`src/rtl/sertx_pkg.sv`:
```
package sertx_pkg;
  localparam int DATA_W = 8;
  localparam int FRAME_W = DATA_W + 3;

  localparam logic [2:0] PAR_EVEN  = 3'd0;
  localparam logic [2:0] PAR_ODD   = 3'd1;
  localparam logic [2:0] PAR_ZERO  = 3'd2;
  localparam logic [2:0] PAR_ONE   = 3'd3;
  localparam logic [2:0] PAR_MDROP = 3'd6;

  typedef enum logic [1:0] {BRK_IDLE, BRK_WAIT, BRK_LOW, BRK_GUARD} brk_state_e;

  function automatic logic par_used(input logic [2:0] p);
    return (p <= PAR_ONE) || (p == PAR_MDROP);
  endfunction

  function automatic logic [3:0] data_bits(input logic [1:0] len);
    return 4'd5 + {2'b00, len};
  endfunction

  function automatic logic [3:0] frame_bits(input logic [1:0] len, input logic [2:0] p);
    return data_bits(len) + 4'd2 + {3'b000, par_used(p)};
  endfunction
endpackage

```
`src/rtl/sertx_hold.sv`:
```
module sertx_hold
  import sertx_pkg::*;
(
  input  logic              clk,
  input  logic              rst_n,
  input  logic              wr_valid,
  input  logic [DATA_W-1:0] wr_data,
  input  logic              addr_cmd,
  input  logic              take,
  output logic              wr_ready,
  output logic              full,
  output logic [DATA_W-1:0] data,
  output logic              addr
);
  logic              full_q, arm_q, addr_q;
  logic [DATA_W-1:0] data_q;
  logic              fire;

  assign fire     = wr_valid && !full_q;
  assign wr_ready = !full_q;
  assign full     = full_q;
  assign data     = data_q;
  assign addr     = addr_q;

  always_ff @(posedge clk or negedge rst_n) begin
    if (!rst_n) begin
      full_q <= 1'b0;
      data_q <= '0;
      addr_q <= 1'b0;
      arm_q  <= 1'b0;
    end else begin
      if (take) begin
        full_q <= 1'b0;
      end else if (fire) begin
        full_q <= 1'b1;
        data_q <= wr_data;
        addr_q <= arm_q || addr_cmd;
      end
      if (fire)          arm_q <= 1'b0;
      else if (addr_cmd) arm_q <= 1'b1;
    end
  end

  // a held word stays put until the shifter takes it
  a_r5_hold_kept: assert property (@(posedge clk) disable iff (!rst_n)
    (full_q && !take) |=> ($stable(data_q) && full_q));
  // the shifter only takes from an occupied holding register
  a_r5_take_full: assert property (@(posedge clk) disable iff (!rst_n)
    take |-> full_q);
endmodule

```
`src/rtl/sertx_shift.sv`:
```
module sertx_shift
  import sertx_pkg::*;
#(
  parameter int TPB = 16
) (
  input  logic              clk,
  input  logic              rst_n,
  input  logic              tick,
  input  logic              load,
  input  logic [DATA_W-1:0] data,
  input  logic              addr,
  input  logic [1:0]        len,
  input  logic [2:0]        par,
  output logic              busy,
  output logic              line
);
  localparam int TW = $clog2(TPB + 1);
  localparam logic [TW-1:0] TICK_LAST = TW'(TPB - 1);

  logic [FRAME_W-1:0] sh_q, frame;
  logic [3:0]         left_q;
  logic [TW-1:0]      tick_q;
  logic               busy_q;
  logic [3:0]         n;
  logic [DATA_W-1:0]  mask, dm;
  logic               pbit;

  always_comb begin
    n    = data_bits(len);
    mask = DATA_W'((9'd1 << n) - 9'd1);
    dm   = data & mask;
    case (par)
      PAR_EVEN:  pbit = ^dm;
      PAR_ODD:   pbit = ~^dm;
      PAR_ONE:   pbit = 1'b1;
      PAR_MDROP: pbit = addr;
      default:   pbit = 1'b0;
    endcase
    frame    = '1;
    frame[0] = 1'b0;
    for (int i = 0; i < DATA_W; i++) begin
      if (i < int'(n)) frame[i+1] = data[i];
    end
    if (par_used(par)) frame[int'(n) + 1] = pbit;
  end

  always_ff @(posedge clk or negedge rst_n) begin
    if (!rst_n) begin
      sh_q   <= '1;
      left_q <= '0;
      tick_q <= '0;
      busy_q <= 1'b0;
    end else if (load) begin
      sh_q   <= frame;
      left_q <= frame_bits(len, par);
      tick_q <= '0;
      busy_q <= 1'b1;
    end else if (busy_q && tick) begin
      if (tick_q == TICK_LAST) begin
        tick_q <= '0;
        sh_q   <= {1'b1, sh_q[FRAME_W-1:1]};
        left_q <= left_q - 4'd1;
        if (left_q == 4'd1) busy_q <= 1'b0;
      end else begin
        tick_q <= tick_q + 1'b1;
      end
    end
  end

  assign busy = busy_q;
  assign line = busy_q ? sh_q[0] : 1'b1;

  // no new frame may be loaded over one in flight
  a_r2_single_load: assert property (@(posedge clk) disable iff (!rst_n)
    busy_q |-> !load);
  // a busy shifter always has bits left to send
  a_r2_bits_left: assert property (@(posedge clk) disable iff (!rst_n)
    busy_q |-> (left_q != 4'd0));
endmodule

```
`src/rtl/sertx_brk.sv`:
```
module sertx_brk
  import sertx_pkg::*;
#(
  parameter int TPB        = 16,
  parameter int GUARD_BITS = 12
) (
  input  logic       clk,
  input  logic       rst_n,
  input  logic       tick,
  input  logic       start,
  input  logic       stop,
  input  logic       hold_full,
  input  logic       sh_busy,
  input  logic [3:0] char_bits,
  output logic       low,
  output logic       active,
  output logic       block
);
  localparam int MAXB = (GUARD_BITS > FRAME_W) ? GUARD_BITS : FRAME_W;
  localparam int CW   = $clog2(MAXB * TPB + 1);
  localparam logic [CW-1:0] GUARD_LAST = CW'(GUARD_BITS * TPB - 1);

  brk_state_e    st_q;
  logic [CW-1:0] cnt_q, lim;
  logic          stop_q;

  assign lim = CW'(int'(char_bits) * TPB);

  always_ff @(posedge clk or negedge rst_n) begin
    if (!rst_n) begin
      st_q   <= BRK_IDLE;
      cnt_q  <= '0;
      stop_q <= 1'b0;
    end else begin
      case (st_q)
        BRK_IDLE: if (start) st_q <= BRK_WAIT;
        BRK_WAIT: if (!hold_full && !sh_busy) begin
          st_q   <= BRK_LOW;
          cnt_q  <= '0;
          stop_q <= 1'b0;
        end
        BRK_LOW: begin
          if (stop) stop_q <= 1'b1;
          if (tick && (cnt_q != '1)) cnt_q <= cnt_q + 1'b1;
          if (stop_q && (cnt_q >= lim)) begin
            st_q  <= BRK_GUARD;
            cnt_q <= '0;
          end
        end
        default: if (tick) begin
          if (cnt_q == GUARD_LAST) st_q <= BRK_IDLE;
          else                     cnt_q <= cnt_q + 1'b1;
        end
      endcase
    end
  end

  assign low    = (st_q == BRK_LOW);
  assign active = (st_q != BRK_IDLE);
  assign block  = (st_q == BRK_LOW) || (st_q == BRK_GUARD);

  // the line is only pulled low once the shifter has drained
  a_r8_low_line_free: assert property (@(posedge clk) disable iff (!rst_n)
    (st_q == BRK_LOW) |-> !sh_busy);
  // no frame is in flight during the guard period
  a_r11_guard_quiet: assert property (@(posedge clk) disable iff (!rst_n)
    (st_q == BRK_GUARD) |-> !sh_busy);
endmodule

```
`src/rtl/sertx_break.sv`:
```
module sertx_break
  import sertx_pkg::*;
#(
  parameter int TICKS_PER_BIT = 16,
  parameter int GUARD_BITS    = 12
) (
  input  logic       clk,
  input  logic       rst_n,
  input  logic       baud_tick,
  input  logic       cmd_tx_on,
  input  logic       cmd_tx_off,
  input  logic       cmd_brk_start,
  input  logic       cmd_brk_stop,
  input  logic       cmd_addr_next,
  input  logic [1:0] cfg_len,
  input  logic [2:0] cfg_par,
  input  logic       wr_valid,
  input  logic [7:0] wr_data,
  output logic       wr_ready,
  output logic       txd,
  output logic       tx_empty
);
  logic              en_q, load;
  logic              hold_full, hold_addr;
  logic [DATA_W-1:0] hold_data;
  logic              sh_busy, sh_line;
  logic              brk_low, brk_active, brk_block;

  always_ff @(posedge clk or negedge rst_n) begin
    if (!rst_n)          en_q <= 1'b0;
    else if (cmd_tx_off) en_q <= 1'b0;
    else if (cmd_tx_on)  en_q <= 1'b1;
  end

  assign load = en_q && hold_full && !sh_busy && !brk_block;

  sertx_hold u_hold (
    .clk(clk), .rst_n(rst_n), .wr_valid(wr_valid), .wr_data(wr_data),
    .addr_cmd(cmd_addr_next), .take(load), .wr_ready(wr_ready),
    .full(hold_full), .data(hold_data), .addr(hold_addr)
  );

  sertx_shift #(.TPB(TICKS_PER_BIT)) u_shift (
    .clk(clk), .rst_n(rst_n), .tick(baud_tick), .load(load),
    .data(hold_data), .addr(hold_addr), .len(cfg_len), .par(cfg_par),
    .busy(sh_busy), .line(sh_line)
  );

  sertx_brk #(.TPB(TICKS_PER_BIT), .GUARD_BITS(GUARD_BITS)) u_brk (
    .clk(clk), .rst_n(rst_n), .tick(baud_tick), .start(cmd_brk_start),
    .stop(cmd_brk_stop), .hold_full(hold_full), .sh_busy(sh_busy),
    .char_bits(frame_bits(cfg_len, cfg_par)), .low(brk_low),
    .active(brk_active), .block(brk_block)
  );

  assign txd      = sh_line && !brk_low;
  assign tx_empty = !hold_full && !sh_busy && !brk_active;

  // an empty transmitter leaves the port ready and the line idle high
  a_r7_empty_quiet: assert property (@(posedge clk) disable iff (!rst_n)
    tx_empty |-> (wr_ready && txd));
  // a disabled transmitter starts no frame
  a_r6_idle_when_off: assert property (@(posedge clk) disable iff (!rst_n)
    (!en_q && !sh_busy) |=> !sh_busy);
endmodule

```
`config.mk`:
```
export PLATFORM = sky130hd
export DESIGN_NAME = sertx_break
export DESIGN_NICKNAME = d
export VERILOG_FILES = /design/src/rtl/sertx_pkg.sv /design/src/rtl/sertx_hold.sv /design/src/rtl/sertx_shift.sv /design/src/rtl/sertx_brk.sv /design/src/rtl/sertx_break.sv
export SDC_FILE = /design/constraint.sdc
export NUM_CORES = 1
export LEC_CHECK = 0
export ABC_AREA = 0
export BUFFER_PORTS_ARGS = -buffer_cell sky130_fd_sc_hd__buf_2
export CAP_MARGIN = 30
export CORE_AREA = 4 4 90 92
export CTS_CLUSTER_SIZE = 10
export DETAILED_ROUTE_END_ITERATION = 10
export DIE_AREA = 0 0 94 96
export PLACE_DENSITY_LB_ADDON = 0.05
export SETUP_SLACK_MARGIN = 0.3
export SYNTH_ARGS = -nofsm -noshare
export SYNTH_HDL_FRONTEND = slang
export SYNTH_SLANG_ARGS = --single-unit
```
`constraint.sdc`:
```
create_clock -name clk -period 3.75 [get_ports clk]
set_clock_uncertainty 0.1 [all_clocks]
set_input_delay 0.375 -clock clk [delete_from_list [all_inputs] [get_ports clk]]
set_output_delay 0.375 -clock clk [all_outputs]
set_load 0.005 [all_outputs]
```
==> qor.csv <==
stage,metric,value,unit
status,outcome,"complete, no violations",
placement,numPortBuffers,24,
placement,dp_slack,0.365,ns
timing,slew_headroom,52.6,%
drt,drt_pass1_iterations,4,
cts,cts.htree.levels,2,
timing,hold_violations,0,
setup_path,crit_buf_inv,3,
setup_path,crit_type,in2reg,
timing,setup_viol,0,
global_routing,grt_use_total,15.0,%
timing,slew_violations,0,
setup_path,r2r_cells,6,
synthesis,synth_cell_types,54,
floorplan,die_height,96,um
floorplan,start_util,39.8,%
pwr,clkPwrFrac,19.0,%
cts,path_clk_slew,0.09,ns
floorplan,core_area,7210,um^2
timing,worstMarginPinSlew,0.710,ns
pwr,power_switching,0.704,mW
floorplan,dieWidth,94,um
drt,first_iter_violations,81,
global_routing,antenna_found_initial,0,
timing,fin_tns_setup,0,ns
job,maxCapViolCount,0,
worst_hold_path,hold_path.class,in2reg,
synthesis,post_synth.cell_area_avg,9.85,um^2
pwr,p_leak,1.41,nW
pwr,internal-power,1.19,mW
setup_path,cpLargestDelayFamily,compound AO/OA/AOI/OAI gates,
drt,routed_wl,6090,um
timing,finalCritPeriodShare,83.3,%
synthesis,ys_seq_elements,44,
placement,dpl-instance-area,3130,um^2
cells_and_area,insertedDiodeCount,0,
drt,post_drt_via_cell_ratio,5.17,
setup_path,cp_max_fo,7,
cells_and_area,layout_commonest_cell,dfrtp_1,
synthesis,syn_area,2870,um^2
floorplan,rows,31,
cells_and_area,final_area,3250,um^2
placement,dp.cells,411,
cts,clock-sinks,44,
pwr,p_sw_share,37.2,%
cells_and_area,nets,368,
pwr,power.ir.vdd_worst,0.257,mV
global_routing,grt-ovfl-total,0,
synthesis,ys.warnings.count,0,
timing,setup_ws,0.627,ns
cells_and_area,nFillCells,715,
cells_and_area,multi_input_area,1650,um^2
worst_hold_path,hold_depth,2,
setup_path,cp.required,3.88,ns
timing,rsz0062_at_grt,false,
setup_path,worst-path-stages,15,
cells_and_area,syn2layout_area_growth,13.2,%
timing,min_period,3.12,ns
drt,route.detailed.drc,0,
pwr,powerDensity,582,nW/um^2
pwr,p_seq_share,40.8,%
global_routing,grt_pass1_wl,10600,um
setup_path,start_kind,input port,
cts,clockRootBuffer,clkbuf_8,
cts,insertion_delay,0.30,ns
synthesis,synth_edf_count,0,
cells_and_area,layoutNonFillerInstCount,420,
synthesis,yosysSeqAreaShare,38.9,%
global_routing,grt_max_degree,33,
setup_path,max_stage_delay,0.37,ns
setup_path,cp-end-kind,flop,
placement,dp_hpwl,4610,um
cts,cts_setup_buffers,0,
cells_and_area,register_area,1110,um^2
cells_and_area,final_cell_mix,"dfrtp_1 (33), nand2_1 (27), ha_1 (26)",
cts,clk_path_buf_depth,2,
setup_path,crit_chain,"buf_2, nand2b_1, and2_1, inv_1, ha_1, inv_1, ha_1, xnor2_1, ha_1, a21oi_1, nor2b_1, o31a_1, o21a_1, nor2_1, mux2_2",
global_routing,first_global_vias,2150,
synthesis,synth_nets,339,
synthesis,async_flop_share,100,%
setup_path,critPathMostFrequentCell,ha_1,
floorplan,dieArea,9020,um^2
timing,timing.fmax,320,MHz
drt,num_vias,2173,
cells_and_area,drive_above_1_share,21.5,%
pwr,combPwrFrac,40.2,%
cts,cts_tree,done,
setup_path,cp.arrival,3.25,ns
synthesis,synth_ff_type,dfrtp_1,
floorplan,ios,25,
setup_path,cp_slowest_cell,o31a_1,
synthesis,netlist_instances,291,
pwr,finalPower,1.89,mW
cts,cts_buffers,5,
drt,wl_per_cell,14.5,um
placement,routabilityCongestion,0.761,
drt,ant_nets,0,
cell families after synthesis:
group           count (synthesis)  synth area share (%)
fa+ha+maj                      26                  11.3
simple gates                   91                  15.6
flops                          44                  38.9
buf+inv                        27                  3.84
mux                            22                  8.12
xor+xnor                       15                  5.32
compound gates                 66                  16.9
power by group through the flow:
stage	sequential [mW]	combinational (mW)	clock (mW)
2_1_floorplan	0.740	0.597	0
3_3_place_gp	0.781	0.757	0
3_5_place_dp	0.781	0.758	0
4_1_cts	0.772	0.764	0.372
5_1_grt	0.795	0.880	0.399
6_report	0.772	0.759	0.360
layout make-up:
class,instances,area share (%)
multi-input combinational,220,50.8
tap,99,3.82
sequential,44,34.3
clock inverter,2,1.08
clock buffer,6,2.24
inverter,19,2.20
timing repair buffer,30,5.55
registers in the layout, indices dropped and copies added (netlist names):
signal and flops:
u_shift.sh_q 11, u_hold.data 8, u_hold.addr 1, u_brk.stop_q 1, u_brk.st_q 2, u_shift.tick_q 5
en_q 1, u_shift.left_q 4, u_hold.full 1, u_shift.busy 1, u_hold.arm_q 1, u_brk.cnt_q 8
timing repair:
item | 4_1_cts | 5_1_grt
hold endpoints to repair | 5 | 0
hold buffers | 1 | 0
resized for setup | 0 | 0
cells in the mapped netlist, types with 4 or more instances:
library cell,count,share of area [%]
nor3_1,7,1.2
a31oi_1,4,0.87
a21oi_1,11,1.9
nor2b_1,4,0.87
mux2i_1,12,4.2
o31ai_1,4,1.0
nand2_1,27,3.5
clkbuf_1,5,0.65
xor2_1,6,1.8
o21ai_1,11,1.9
o21ai_0,5,0.87
dfrtp_1,33,29
dfstp_2,11,10
inv_1,19,2.5
a41oi_2,4,2.3
mux2_2,10,3.9
ha_1,26,11
nand3_1,11,1.9
nor2_1,24,3.1
o211ai_1,4,1.0
xnor2_1,7,2.1
routing by layer:
layer	up-vias	GRT usage, %	share of wire (%)
li1	1099	-	-
met1	1049	22.3	53
met2	20	22.4	44
met3	5	2.74	2.4
met4	0	3.73	0.85
met5	-	0	0
per-stage QoR:
stage	util (%)	hold WS (ns)
floorplan	-	-0.0206
global placement	43.0	0.363
detailed placement	43.4	0.191
CTS	45.0	0.107
global route	45.0	0.102
finish	45.0	0.113
worst paths after layout:
kind	startpoint	end	slack (ns)
max	cfg_par[0]	u_brk.cnt_q[0]	0.63
max in group asynchronous	rst_n	u_shift.sh_q[3]	2.60
min reg2reg	u_hold.arm_q	u_hold.arm_q	0.39
min in group asynchronous	rst_n	u_shift.tick_q[0]	0.39
min	cmd_tx_off	en_q	0.11
max reg2reg	u_brk.st_q[0]	u_shift.sh_q[7]	1.21
Note: power is estimated with default switching activity, not from simulation.
